File: config.mk
export PLATFORM = sky130hd
export DESIGN_NAME = l2_tag_ctrl
export DESIGN_NICKNAME = d
export VERILOG_FILES = /design/src/rtl/tc_pkg.sv /design/src/rtl/tc_lookup.sv /design/src/rtl/tc_tag_store.sv /design/src/rtl/tc_ctrl.sv /design/src/rtl/l2_tag_ctrl.sv
export SDC_FILE = /design/constraint.sdc
export NUM_CORES = 1
export LEC_CHECK = 0
export CAP_MARGIN = 20
export CORE_UTILIZATION = 35
export DETAILED_ROUTE_END_ITERATION = 6
export PLACE_DENSITY = 0.58
export SLEW_MARGIN = 0
export SYNTH_ARGS = -nofsm -noshare
export SYNTH_HDL_FRONTEND = slang
export SYNTH_HIERARCHICAL = 1
export SYNTH_SLANG_ARGS = --single-unit
File: constraint.sdc
create_clock -name clk -period 4.2 [get_ports clk]
set_input_delay 0.84 -clock clk [delete_from_list [all_inputs] [get_ports clk]]
set_output_delay 0.84 -clock clk [all_outputs]
set_load 0.03 [all_outputs]
File: src/rtl/tc_pkg.sv
package tc_pkg;
  typedef enum logic [1:0] {
    ST_IDLE = 2'd0,
    ST_WB   = 2'd1,
    ST_FILL = 2'd2,
    ST_WALK = 2'd3
  } tc_state_e;
endpackage

File: src/rtl/tc_lookup.sv
// Splits a line address into index and tag for the active size mode and
// compares it against the stored tag word.
module tc_lookup #(
  parameter int LN_W  = 27,
  parameter int IDX_S = 5,
  parameter int C_LN  = 13
) (
  input  logic                  cfg_large,
  input  logic [LN_W-1:0]       line,
  input  logic                  is_mem,
  input  logic [C_LN-IDX_S-1:0] word,
  input  logic                  vbit,
  output logic [IDX_S:0]        idx,
  output logic [C_LN-IDX_S-1:0] new_word,
  output logic                  hit,
  output logic                  cacheable,
  output logic                  victim_valid,
  output logic [LN_W-1:0]       victim_line
);
  localparam int IDX_L = IDX_S + 1;
  localparam int TAG_W = C_LN - IDX_S;

  logic [IDX_S-1:0] idx_s;
  logic [IDX_L-1:0] idx_l;
  logic [TAG_W-1:0] tag_s;
  logic [TAG_W-2:0] tag_l;

  assign idx_s = line[IDX_S-1:0];
  assign idx_l = line[IDX_L-1:0];
  assign tag_s = line[IDX_S +: TAG_W];
  assign tag_l = line[IDX_L +: TAG_W-1];

  assign cacheable    = is_mem && (line[LN_W-1:C_LN] == '0);
  assign idx          = cfg_large ? idx_l : {1'b0, idx_s};
  assign new_word     = cfg_large ? {1'b1, tag_l} : tag_s;
  assign victim_valid = cfg_large ? word[TAG_W-1] : vbit;
  assign hit          = cacheable && victim_valid && (word == new_word);

  always_comb begin
    victim_line = '0;
    if (cfg_large) begin
      victim_line[IDX_L-1:0]       = idx_l;
      victim_line[IDX_L +: TAG_W-1] = word[TAG_W-2:0];
    end else begin
      victim_line[IDX_S-1:0]       = idx_s;
      victim_line[IDX_S +: TAG_W]  = word;
    end
  end
endmodule

File: src/rtl/tc_tag_store.sv
// Tag word array plus per-line valid and dirty bits. Cleared by the walk.
module tc_tag_store #(
  parameter int IDX_W = 6,
  parameter int TAG_W = 8
) (
  input  logic             clk,
  input  logic [IDX_W-1:0] rd_idx,
  output logic [TAG_W-1:0] rd_word,
  output logic             rd_vbit,
  output logic             rd_dirty,
  input  logic             clr_en,
  input  logic [IDX_W-1:0] clr_idx,
  input  logic             fill_en,
  input  logic [IDX_W-1:0] fill_idx,
  input  logic [TAG_W-1:0] fill_word,
  input  logic             dirty_en,
  input  logic [IDX_W-1:0] dirty_idx
);
  localparam int DEPTH = 1 << IDX_W;

  logic [TAG_W-1:0] word_mem [DEPTH];
  logic [DEPTH-1:0] vbit_q;
  logic [DEPTH-1:0] dirty_q;

  assign rd_word  = word_mem[rd_idx];
  assign rd_vbit  = vbit_q[rd_idx];
  assign rd_dirty = dirty_q[rd_idx];

  always_ff @(posedge clk) begin
    if (clr_en) begin
      word_mem[clr_idx] <= '0;
      vbit_q[clr_idx]   <= 1'b0;
      dirty_q[clr_idx]  <= 1'b0;
    end else begin
      if (fill_en) begin
        word_mem[fill_idx] <= fill_word;
        vbit_q[fill_idx]   <= 1'b1;
        dirty_q[fill_idx]  <= 1'b0;
      end
      if (dirty_en) begin
        dirty_q[dirty_idx] <= 1'b1;
      end
    end
  end
endmodule

File: src/rtl/tc_ctrl.sv
// Sequencer: idle, writeback, fill and invalidation walk.
module tc_ctrl
  import tc_pkg::*;
#(
  parameter int IDX_W = 6
) (
  input  logic             clk,
  input  logic             rst_ni,
  input  logic             s1_v,
  input  logic             miss_go,
  input  logic             victim_dirty,
  input  logic             flush,
  input  logic             cfg_large,
  input  logic             wb_done,
  input  logic             fill_done,
  output tc_state_e        st,
  output logic             cfg_q,
  output logic [IDX_W-1:0] walk_idx,
  output logic             walk_en,
  output logic             fill_en,
  output logic             ready,
  output logic             busy
);
  tc_state_e        st_nx;
  logic             cfg_nx;
  logic             pend_q, pend_nx;
  logic [IDX_W-1:0] cnt_nx;
  logic             cfg_diff, walk_go, walk_last;

  assign cfg_diff  = cfg_large != cfg_q;
  assign walk_go   = (st == ST_IDLE) && !s1_v && (pend_q || flush || cfg_diff);
  assign walk_last = walk_idx == '1;
  assign walk_en   = st == ST_WALK;
  assign fill_en   = (st == ST_FILL) && fill_done;
  assign ready     = (st == ST_IDLE) && !pend_q && !cfg_diff;
  assign busy      = st == ST_WALK;

  always_comb begin
    st_nx = st;
    unique case (st)
      ST_IDLE: begin
        if (walk_go)              st_nx = ST_WALK;
        else if (s1_v && miss_go) st_nx = victim_dirty ? ST_WB : ST_FILL;
      end
      ST_WB:   if (wb_done)   st_nx = ST_FILL;
      ST_FILL: if (fill_done) st_nx = ST_IDLE;
      ST_WALK: if (walk_last) st_nx = ST_IDLE;
      default: st_nx = ST_IDLE;
    endcase
  end

  always_comb begin
    pend_nx = (pend_q || flush) && !walk_go;
    cfg_nx  = walk_en ? cfg_large : cfg_q;
    cnt_nx  = walk_en ? walk_idx + 1'b1 : walk_idx;
  end

  always_ff @(posedge clk or negedge rst_ni) begin
    if (!rst_ni) begin
      st       <= ST_WALK;
      pend_q   <= 1'b0;
      cfg_q    <= 1'b0;
      walk_idx <= '0;
    end else begin
      st       <= st_nx;
      pend_q   <= pend_nx;
      cfg_q    <= cfg_nx;
      walk_idx <= cnt_nx;
    end
  end
endmodule

File: src/rtl/l2_tag_ctrl.sv
module l2_tag_ctrl
  import tc_pkg::*;
#(
  parameter int ADDR_W  = 32,
  parameter int OFF_W   = 5,
  parameter int IDX_S   = 5,
  parameter int CACHE_W = 18
) (
  input  logic              clk,
  input  logic              rst_n,
  input  logic              cfg_large,
  input  logic              flush,
  input  logic              req_valid,
  output logic              req_ready,
  input  logic              req_write,
  input  logic              req_is_mem,
  input  logic [ADDR_W-1:0] req_addr,
  output logic              rsp_valid,
  output logic              rsp_hit,
  output logic              rsp_cacheable,
  output logic              rsp_fill,
  output logic              rsp_wb,
  output logic              wb_req,
  output logic [ADDR_W-1:0] wb_addr,
  input  logic              wb_done,
  output logic              fill_req,
  output logic [ADDR_W-1:0] fill_addr,
  input  logic              fill_done,
  output logic              busy
);
  localparam int IDX_L = IDX_S + 1;
  localparam int LN_W  = ADDR_W - OFF_W;
  localparam int C_LN  = CACHE_W - OFF_W;
  localparam int TAG_W = C_LN - IDX_S;

  // reset: asynchronous assert, synchronous release
  logic rst_q1, rst_ni;
  always_ff @(posedge clk or negedge rst_n) begin
    if (!rst_n) {rst_ni, rst_q1} <= 2'b00;
    else        {rst_ni, rst_q1} <= {rst_q1, 1'b1};
  end

  tc_state_e        st;
  logic             cfg_q, walk_en, fill_en, ready;
  logic [IDX_L-1:0] walk_idx;

  // stage 1: accepted address
  logic              s1_v, s1_v_nx, s1_wr, s1_wr_nx, s1_mem, s1_mem_nx;
  logic [ADDR_W-1:0] s1_addr, s1_addr_nx;
  logic              accept, decide;

  assign accept    = req_valid && ready;
  assign decide    = (st == ST_IDLE) && s1_v;
  assign req_ready = ready;

  always_comb begin
    s1_v_nx    = accept ? 1'b1 : (decide ? 1'b0 : s1_v);
    s1_wr_nx   = accept ? req_write  : s1_wr;
    s1_mem_nx  = accept ? req_is_mem : s1_mem;
    s1_addr_nx = accept ? req_addr   : s1_addr;
  end

  always_ff @(posedge clk or negedge rst_ni) begin
    if (!rst_ni) begin
      s1_v <= 1'b0; s1_wr <= 1'b0; s1_mem <= 1'b0; s1_addr <= '0;
    end else begin
      s1_v <= s1_v_nx; s1_wr <= s1_wr_nx; s1_mem <= s1_mem_nx; s1_addr <= s1_addr_nx;
    end
  end

  // lookup against the array
  logic [TAG_W-1:0] rd_word, lk_word;
  logic             rd_vbit, rd_dirty;
  logic [IDX_L-1:0] lk_idx;
  logic             lk_hit, lk_cacheable, lk_vvalid;
  logic [LN_W-1:0]  lk_vline;
  logic             miss_go, victim_dirty, dirty_en;

  tc_lookup #(.LN_W(LN_W), .IDX_S(IDX_S), .C_LN(C_LN)) u_lookup (
    .cfg_large   (cfg_q),
    .line        (s1_addr[ADDR_W-1:OFF_W]),
    .is_mem      (s1_mem),
    .word        (rd_word),
    .vbit        (rd_vbit),
    .idx         (lk_idx),
    .new_word    (lk_word),
    .hit         (lk_hit),
    .cacheable   (lk_cacheable),
    .victim_valid(lk_vvalid),
    .victim_line (lk_vline)
  );

  assign miss_go      = lk_cacheable && !s1_wr && !lk_hit;
  assign victim_dirty = lk_vvalid && rd_dirty;
  assign dirty_en     = decide && s1_wr && lk_hit;

  // miss context
  logic [IDX_L-1:0]  m_idx, m_idx_nx;
  logic [TAG_W-1:0]  m_word, m_word_nx;
  logic [ADDR_W-1:0] m_addr, m_addr_nx, v_addr, v_addr_nx;
  logic              m_load;

  assign m_load = decide && miss_go;

  always_comb begin
    m_idx_nx  = m_load ? lk_idx  : m_idx;
    m_word_nx = m_load ? lk_word : m_word;
    m_addr_nx = m_load ? s1_addr : m_addr;
    v_addr_nx = m_load ? {lk_vline, {OFF_W{1'b0}}} : v_addr;
  end

  always_ff @(posedge clk or negedge rst_ni) begin
    if (!rst_ni) begin
      m_idx <= '0; m_word <= '0; m_addr <= '0; v_addr <= '0;
    end else begin
      m_idx <= m_idx_nx; m_word <= m_word_nx; m_addr <= m_addr_nx; v_addr <= v_addr_nx;
    end
  end

  tc_tag_store #(.IDX_W(IDX_L), .TAG_W(TAG_W)) u_store (
    .clk      (clk),
    .rd_idx   (lk_idx),
    .rd_word  (rd_word),
    .rd_vbit  (rd_vbit),
    .rd_dirty (rd_dirty),
    .clr_en   (walk_en),
    .clr_idx  (walk_idx),
    .fill_en  (fill_en),
    .fill_idx (m_idx),
    .fill_word(m_word),
    .dirty_en (dirty_en),
    .dirty_idx(lk_idx)
  );

  tc_ctrl #(.IDX_W(IDX_L)) u_ctrl (
    .clk         (clk),
    .rst_ni      (rst_ni),
    .s1_v        (s1_v),
    .miss_go     (miss_go),
    .victim_dirty(victim_dirty),
    .flush       (flush),
    .cfg_large   (cfg_large),
    .wb_done     (wb_done),
    .fill_done   (fill_done),
    .st          (st),
    .cfg_q       (cfg_q),
    .walk_idx    (walk_idx),
    .walk_en     (walk_en),
    .fill_en     (fill_en),
    .ready       (ready),
    .busy        (busy)
  );

  // registered decision
  logic rv_nx, rh_nx, rc_nx, rf_nx, rw_nx;
  always_comb begin
    rv_nx = decide;
    rh_nx = decide ? lk_hit                  : rsp_hit;
    rc_nx = decide ? lk_cacheable            : rsp_cacheable;
    rf_nx = decide ? miss_go                 : rsp_fill;
    rw_nx = decide ? (miss_go && victim_dirty) : rsp_wb;
  end

  always_ff @(posedge clk or negedge rst_ni) begin
    if (!rst_ni) begin
      rsp_valid <= 1'b0; rsp_hit <= 1'b0; rsp_cacheable <= 1'b0;
      rsp_fill  <= 1'b0; rsp_wb  <= 1'b0;
    end else begin
      rsp_valid <= rv_nx; rsp_hit <= rh_nx; rsp_cacheable <= rc_nx;
      rsp_fill  <= rf_nx; rsp_wb  <= rw_nx;
    end
  end

  assign wb_req    = st == ST_WB;
  assign wb_addr   = v_addr;
  assign fill_req  = st == ST_FILL;
  assign fill_addr = m_addr;
endmodule

### Yosys cells after proc, flatten, opt, wreduce, memory -nomap -nowiden

Memory sizes are Yosys's and may differ from the RTL's.
Cells that the tools add are included.

| storage, ports and cells | value |
|---|---|
| memory bits (read-only) | 0 |
| word-level logic and storage cells | 119 |
| bits in registers | 239 |
| latch bits | 0 |
| memories | 1 |
| output and inout port bits | 73 |
| RAM bits | 512 |
| input port bits | 41 |

| cells by class | value |
|---|---|
| div/mod/pow operators | 0 |
| reduce and logical (&&, ||, !) cells | 36 |
| equality and inequality tests | 10 |
| $lt $le $gt $ge | 6 |
| add/subtract/negate cells | 1 |
| mux-type cells | 37 |
| shift-type cells | 0 |
| multipliers | 0 |
| bitwise logic cells | 7 |

Memories:

| memory | words | width | read ports | clocked after memory_dff | write ports | RTL line | RTL |
|---|---|---|---|---|---|---|---|
| u_store.word_mem | 64 | 8 | 1 | 0 | 1 | tc_tag_store.sv:21 | `logic [TAG_W-1:0] word_mem [DEPTH];` |

Operators by type and width:

| cell | count |
|---|---|
| $mux W64 | 6 |
| $and A64 B64 Y64 | 3 |
| $not A64 Y64 | 2 |
| $or A64 B64 Y64 | 2 |
| $logic_and A1 B1 Y1 | 22 |
| $lt A6 B7 Y1 const B | 3 |
| $demux W1 S6 | 3 |
| $ge A6 B1 Y1 const B | 3 |
| $mux W8 | 2 |
| $logic_not A14 Y1 | 1 |
| $mux W1 | 14 |
| $mux W13 | 1 |
| $bmux W1 S6 | 2 |
| $mux W2 | 6 |
| $mux W6 | 2 |
| $eq A8 B8 Y1 | 1 |
| $pmux W2 S4 | 1 |
| $reduce_or A8 Y1 | 1 |
| $add A6 B1 Y6 const B | 1 |
| $eq A6 B6 Y1 const B | 1 |
| $logic_not A1 Y1 | 6 |
| $eq A2 B2 Y1 const B | 2 |
| $ne A2 B1 Y1 const B | 2 |
| $reduce_and A4 Y1 | 1 |
| 7 further kinds | 9 |

### Longest topological paths before layout

| depth | value |
|---|---|
| depth in word-level cells | 12 |
| mapped depth | 18 |
| mapped depth without buffers | 13 |

### Hierarchy

Netlist, hierarchy kept.

By module, submodules not included:

| module | seq. area each (µm²) | area each (µm²) | cells an instance | instances |
|---|---|---|---|---|
| tc_tag_store | 18,577.8 | 27,396.3 | 1,803 | 1 |
| l2_tag_ctrl | 2,877.8 | 4,564.4 | 257 | 1 |
| tc_ctrl | 252.7 | 539.3 | 48 | 1 |
| tc_lookup | 0.0 | 536.8 | 66 | 1 |

### Worst setup path after synthesis

No wires, ideal clock.

| timing path | value |
|---|---|
| path type | reg2reg |
| from | reg s1_addr[6] |
| to | reg u_store.dirty_q[48] |
| buffers on the path | 4 |
| clock period less this slack | 3.641 ns |
| slack | 0.559 ns |
| arrival | 3.561 ns |
| cell stages (with the launch flop) | 17 |
| data required time | 4.121 ns |
| setup time | 0.079 ns |
| path through | dfrtp_1 buf_4 buf_2 buf_2 buf_4 mux4_2 a31oi_1 nand3_1 a221o_1 xor2_1 nor4_1 and4_1 and3_1 nand2b_1 nor3_1 nand2_1 a22oi_1 |

| on the way | value |
|---|---|
| elaborated cells between the ends (all ways) | 17 |
| those cells by class | 2 x order compare; 1 x eq/ne; 8 x mux; 1 x bitwise; 4 x reduce/logical; 1 x memory |

RTL lines:

| item | RTL line | RTL |
|---|---|---|
| start, declared | l2_tag_ctrl.sv:49 | `logic [ADDR_W-1:0] s1_addr, s1_addr_nx;` |
| start signal, assigned | l2_tag_ctrl.sv:67 | `s1_v <= s1_v_nx; s1_wr <= s1_wr_nx; s1_mem <= s1_mem_nx; s1_addr <= s1_addr_nx;` |
| $mux W6 | tc_lookup.sv:34 | `assign idx = cfg_large ? idx_l : {1'b0, idx_s};` |
| net lk_idx[1] | l2_tag_ctrl.sv:74 | `logic [IDX_L-1:0] lk_idx;` |
| $mem_v2 Z64 W8 | -- |  |
| net rd_word[2] | l2_tag_ctrl.sv:72 | `logic [TAG_W-1:0] rd_word, lk_word;` |
| $eq A8 B8 Y1 | tc_lookup.sv:37 | `assign hit = cacheable && victim_valid && (word == new_word);` |
| $logic_and A1 B1 Y1 | tc_lookup.sv:37 |  |
| net lk_hit | l2_tag_ctrl.sv:75 | `logic lk_hit, lk_cacheable, lk_vvalid;` |
| $logic_and A1 B1 Y1 | l2_tag_ctrl.sv:95 | `assign dirty_en = decide && s1_wr && lk_hit;` |
| net dirty_en | l2_tag_ctrl.sv:77 | `logic miss_go, victim_dirty, dirty_en;` |
| $mux W64 | tc_tag_store.sv:40 | `if (dirty_en) begin` |
| $mux W64 | tc_tag_store.sv:30 | `if (clr_en) begin` |
| end signal, assigned by index | tc_tag_store.sv:33 | `dirty_q[clr_idx] <= 1'b0;` |
| end signal, assigned by index | tc_tag_store.sv:38 | `dirty_q[fill_idx] <= 1'b0;` |
| end signal, assigned by index | tc_tag_store.sv:41 | `dirty_q[dirty_idx] <= 1'b1;` |
| end, declared | tc_tag_store.sv:23 | `logic [DEPTH-1:0] dirty_q;` |

The timed path passes the listed nets, and every way through them passes these cells. The select of a mux whose other input is x is not followed.
A chain may end at the register's enable or synchronous reset.

==> impl_metrics.tcl <==
set metrics [dict create \
    worstHoldPathType "in -> async" \
    cap_violations 0 \
    grt-ovfl-total 0 \
    synth_compound_area_share_pct 6.67 \
    cts_tree "done" \
    cp.required_ns 4.74 \
    place_congestion 0.931 \
    cts_buffers 84 \
    ys.warnings.count 6 \
    coreArea_um2 93500 \
    synth_top_family_by_area "multiplexers" \
    p_int_mw 16.4 \
    die-area_um2 95600 \
    cts_root_buf "clkbuf_16" \
    post-route-period-util_pct 98.1 \
    hold_viol_final 0 \
    min_period_ns 4.12 \
    syn_area_per_cell_um2 15.2 \
    dp_hpwl_um 62500 \
    synth_edf_count 576 \
    cp.arrival_ns 4.66 \
    p_clk_share_pct 30.2 \
    seqPwrFrac_pct 38.2 \
    area_growth_pct 20.9 \
    drive_above_1_share_pct 27.6 \
    p_sw_mw 8.14 \
    power_mw 24.5 \
    track_usage_pct 19.5 \
    io-pin-count 114 \
    wirelength_um 94800 \
    final_core_util_pct 42.7 \
    fin_cells 3790 \
    vias 20700 \
    first_global_vias 20600 \
    grt_pass1_wl_um 138000 \
    ir_worst_vdd_v 0.000367 \
    fin_nets 2509 \
    drtAntennaViolNets 0 \
    die_h_um 309 \
    rsz0062_at_grt "true" \
    yosysSeqAreaShare_pct 65.7 \
    skew_ns 0.0497 \
    drv_slew 0 \
    clock_latency_ns 0.66 \
    pwr-share-comb_pct 31.6 \
    syn_area_um2 33000 \
    synthArstFlopShare_pct 16.3 \
    dp_cells 3600 \
    drc 0 \
    cts_sinks 765 \
    worst_pin_slew_ns 1.15 \
    drt-pass1-iter-count 6 \
    relSlewSlack_pct 23.2 \
    antenna_found_initial 0 \
    wl_per_cell_um 25.0 \
    p_sw_share_pct 33.2 \
    synthAdderAreaFrac_pct 0.0379 \
    power_leakage_nw 15.4 \
    synth.mux.area_fraction_pct 17.0 \
    first_iter_violations 2467 \
    synthCells 2174 \
    grt_max_degree 72 \
    vias_per_cell 5.46 \
    synth-xor-area-share_pct 0.345 \
    cp-end-kind "flop" \
    startpoint_type "flop" \
    fmax_mhz 243 \
    placementRows 112 \
    p_per_area_nw_per_um2 614 \
    ys_ff_latch 765 \
    io_buffers 108 \
    clockBufferDepth 3 \
    cp_max_fo 14 \
    synthFlopType "edfxtp_1" \
    synth_simple_gate_area_share_pct 7.40 \
    die_x_um 309 \
    worst-setup-path-type "reg -> reg" \
    synth_cell_types 58 \
    cts.clk_slew.worst_paths_ns 0.06 \
    initial_core_util_pct 35.3 \
    h-tree-depth 3 \
    antenna_cells 0 \
    hold_buffers 0 \
    status "complete, no violations" \
    setup_violations 0 \
    holdWs_ns 0.348 \
]
[cells in the mapped netlist (all sizes together) (2+ instances only)]
library cell  number  share of area [%]
a211oi             5               0.11
a21oi             82                1.2
a221o              3              0.091
a221oi             5               0.13
a22o               7               0.19
a22oi             89                2.0
a31oi              6               0.11
and2              18               0.35
and3               6               0.11
and3b             12               0.32
and4               2              0.053
buf               86                1.9
clkbuf            72               0.82
conb               3              0.034
dfrtp            123                9.3
dfstp              2               0.16
dfxtp             64                3.9
edfxtp           576                 52
inv                7              0.080
mux2             131                5.2
mux2i             31               0.94
mux4             160                 11
nand2            308                3.5
nand2b            17               0.32
nand3             20               0.30
nand3b             4              0.091
nand4              3              0.095
nor2              96                1.1
nor2b             16               0.30
nor3              12               0.20
nor3b             14               0.41
nor4               4              0.076
o21ai            138                2.1
o21bai             4              0.091
o221ai             8               0.21
o22ai             13               0.25
o311ai             2              0.053
or2                4              0.076
or3b               2              0.053
xnor2              3              0.080
xor2              10               0.27
[repair_timing]
item	CTS	global route
gates resized for setup	1	26
pin swaps	0	3
setup endpoints to repair	35	135
buffers inserted	1	30
endpoints found under the hold margin	0	0
gates cloned	0	4
[power by group through the flow]
stage	sequential [mW]	combinational (mW)	clock, mW
3_3_place_gp	9.48	7.27	0
3_5_place_dp	9.51	7.34	0
5_1_grt	9.44	8.13	7.85
6_report	9.38	7.74	7.40
2_1_floorplan	9.24	4.64	0
4_1_cts	9.36	7.38	7.56
[cell families (layout without fill, tap and decap cells)]
group           count (synthesis)  count (layout)
flops                         765             765
mux                           322             322
compound gates                365             365
fa+ha+maj                       1               1
other cells                     3              20
buf+inv                       165             509
xor+xnor                       13              13
simple gates                  540             541
[through the flow]
stage / worst slack (ns) / setup TNS [ns] / cell area, um2
after floorplan: 0.463 / 0 / 33100
after global placement: -0.126 / -1.09 / 36700
after detailed placement: -0.0346 / -0.122 / 36700
after CTS: 0.0172 / 0 / 39500
after global routing: -0.0787 / -2.45 / 39900
final: 0.0790 / 0 / 39900
[critical path: stages, from the launching register on]
cell and delay, ns:
dfrtp_4 0.52, buf_4 0.15, buf_12 0.16, buf_16 0.19
buf_16 0.18, mux4_2 0.56, a22oi_1 0.19, nand3_2 0.16
a22o_1 0.27, o21ai_0 0.09, a21oi_1 0.08, and4_1 0.22
buf_4 0.15, nor3b_4 0.17, buf_4 0.18, nand2_4 0.14
clkbuf_16 0.26, mux2_4 0.30
[layout make-up]
cell class              instances  area [um2]
clock buffers                 103        2200
clock inverters                52         578
fillers                      8346       53500
inverters                       7        26.3
multi-input cells            1262       10600
flip-flops and latches        765       21700
well taps                    1254        1570
repair buffers                347        3230
[worst paths after layout]
check	from	endpoint	slack, ns	cells after the start
max	s1_addr[5]	wb_addr[26]	0.08	17
min	rst_n	rst_ni	0.35	1
max reg2reg	s1_addr[5]	wb_addr[26]	0.08	17
min reg2reg	rst_q1	rst_ni	0.35	0
max in group asynchronous	rst_ni	s1_addr[6]	2.88	1
min in group clk	rst_q1	rst_ni	0.35	0
[state kept, by name, indices dropped and copies added (netlist names)]
| register | flops |
|---|---|
| s1_v | 1 |
| rsp_hit | 1 |
| u_ctrl/walk_idx | 6 |
| m_idx | 6 |
| s1_wr | 1 |
| rsp_fill | 1 |
| fill_addr | 32 |
| u_store/word_mem | 512 |
| wb_addr | 27 |
| rst_ni | 1 |
| rsp_valid | 1 |
| s1_mem | 1 |
| u_ctrl/st | 2 |
| rsp_wb | 1 |
| u_store/dirty_q | 64 |
| u_ctrl/pend_q | 1 |
| u_ctrl/cfg_q | 1 |
| rst_q1 | 1 |
| m_word | 8 |
| s1_addr | 32 |
| rsp_cacheable | 1 |
| u_store/vbit_q | 64 |
[cells in the final DEF (no fill, tap or decap), types with 31 or more instances in the layout]
| cell | count |
|---|---|
| edfxtp_1 | 576 |
| a22oi_1 | 87 |
| nand2_1 | 304 |
| buf_4 | 213 |
| o21ai_0 | 138 |
| nor2_1 | 93 |
| clkbuf_16 | 88 |
| mux2i_1 | 31 |
| dfxtp_1 | 64 |
| clkdlybuf4s50_1 | 108 |
| mux2_2 | 68 |
| a21oi_1 | 81 |
| mux2_4 | 63 |
| dfrtp_1 | 119 |
| mux4_2 | 160 |
[per-layer routing]
metal  GRT usage [%]  up-vias  wire length [um]
li1                -     8916                 -
met1            26.5    10700             39400
met2            31.7      901             45500
met3            3.24      161              7130
met4            6.78        0              2800
met5               0        -                 0
Note: power is estimated with default switching activity, not from simulation.
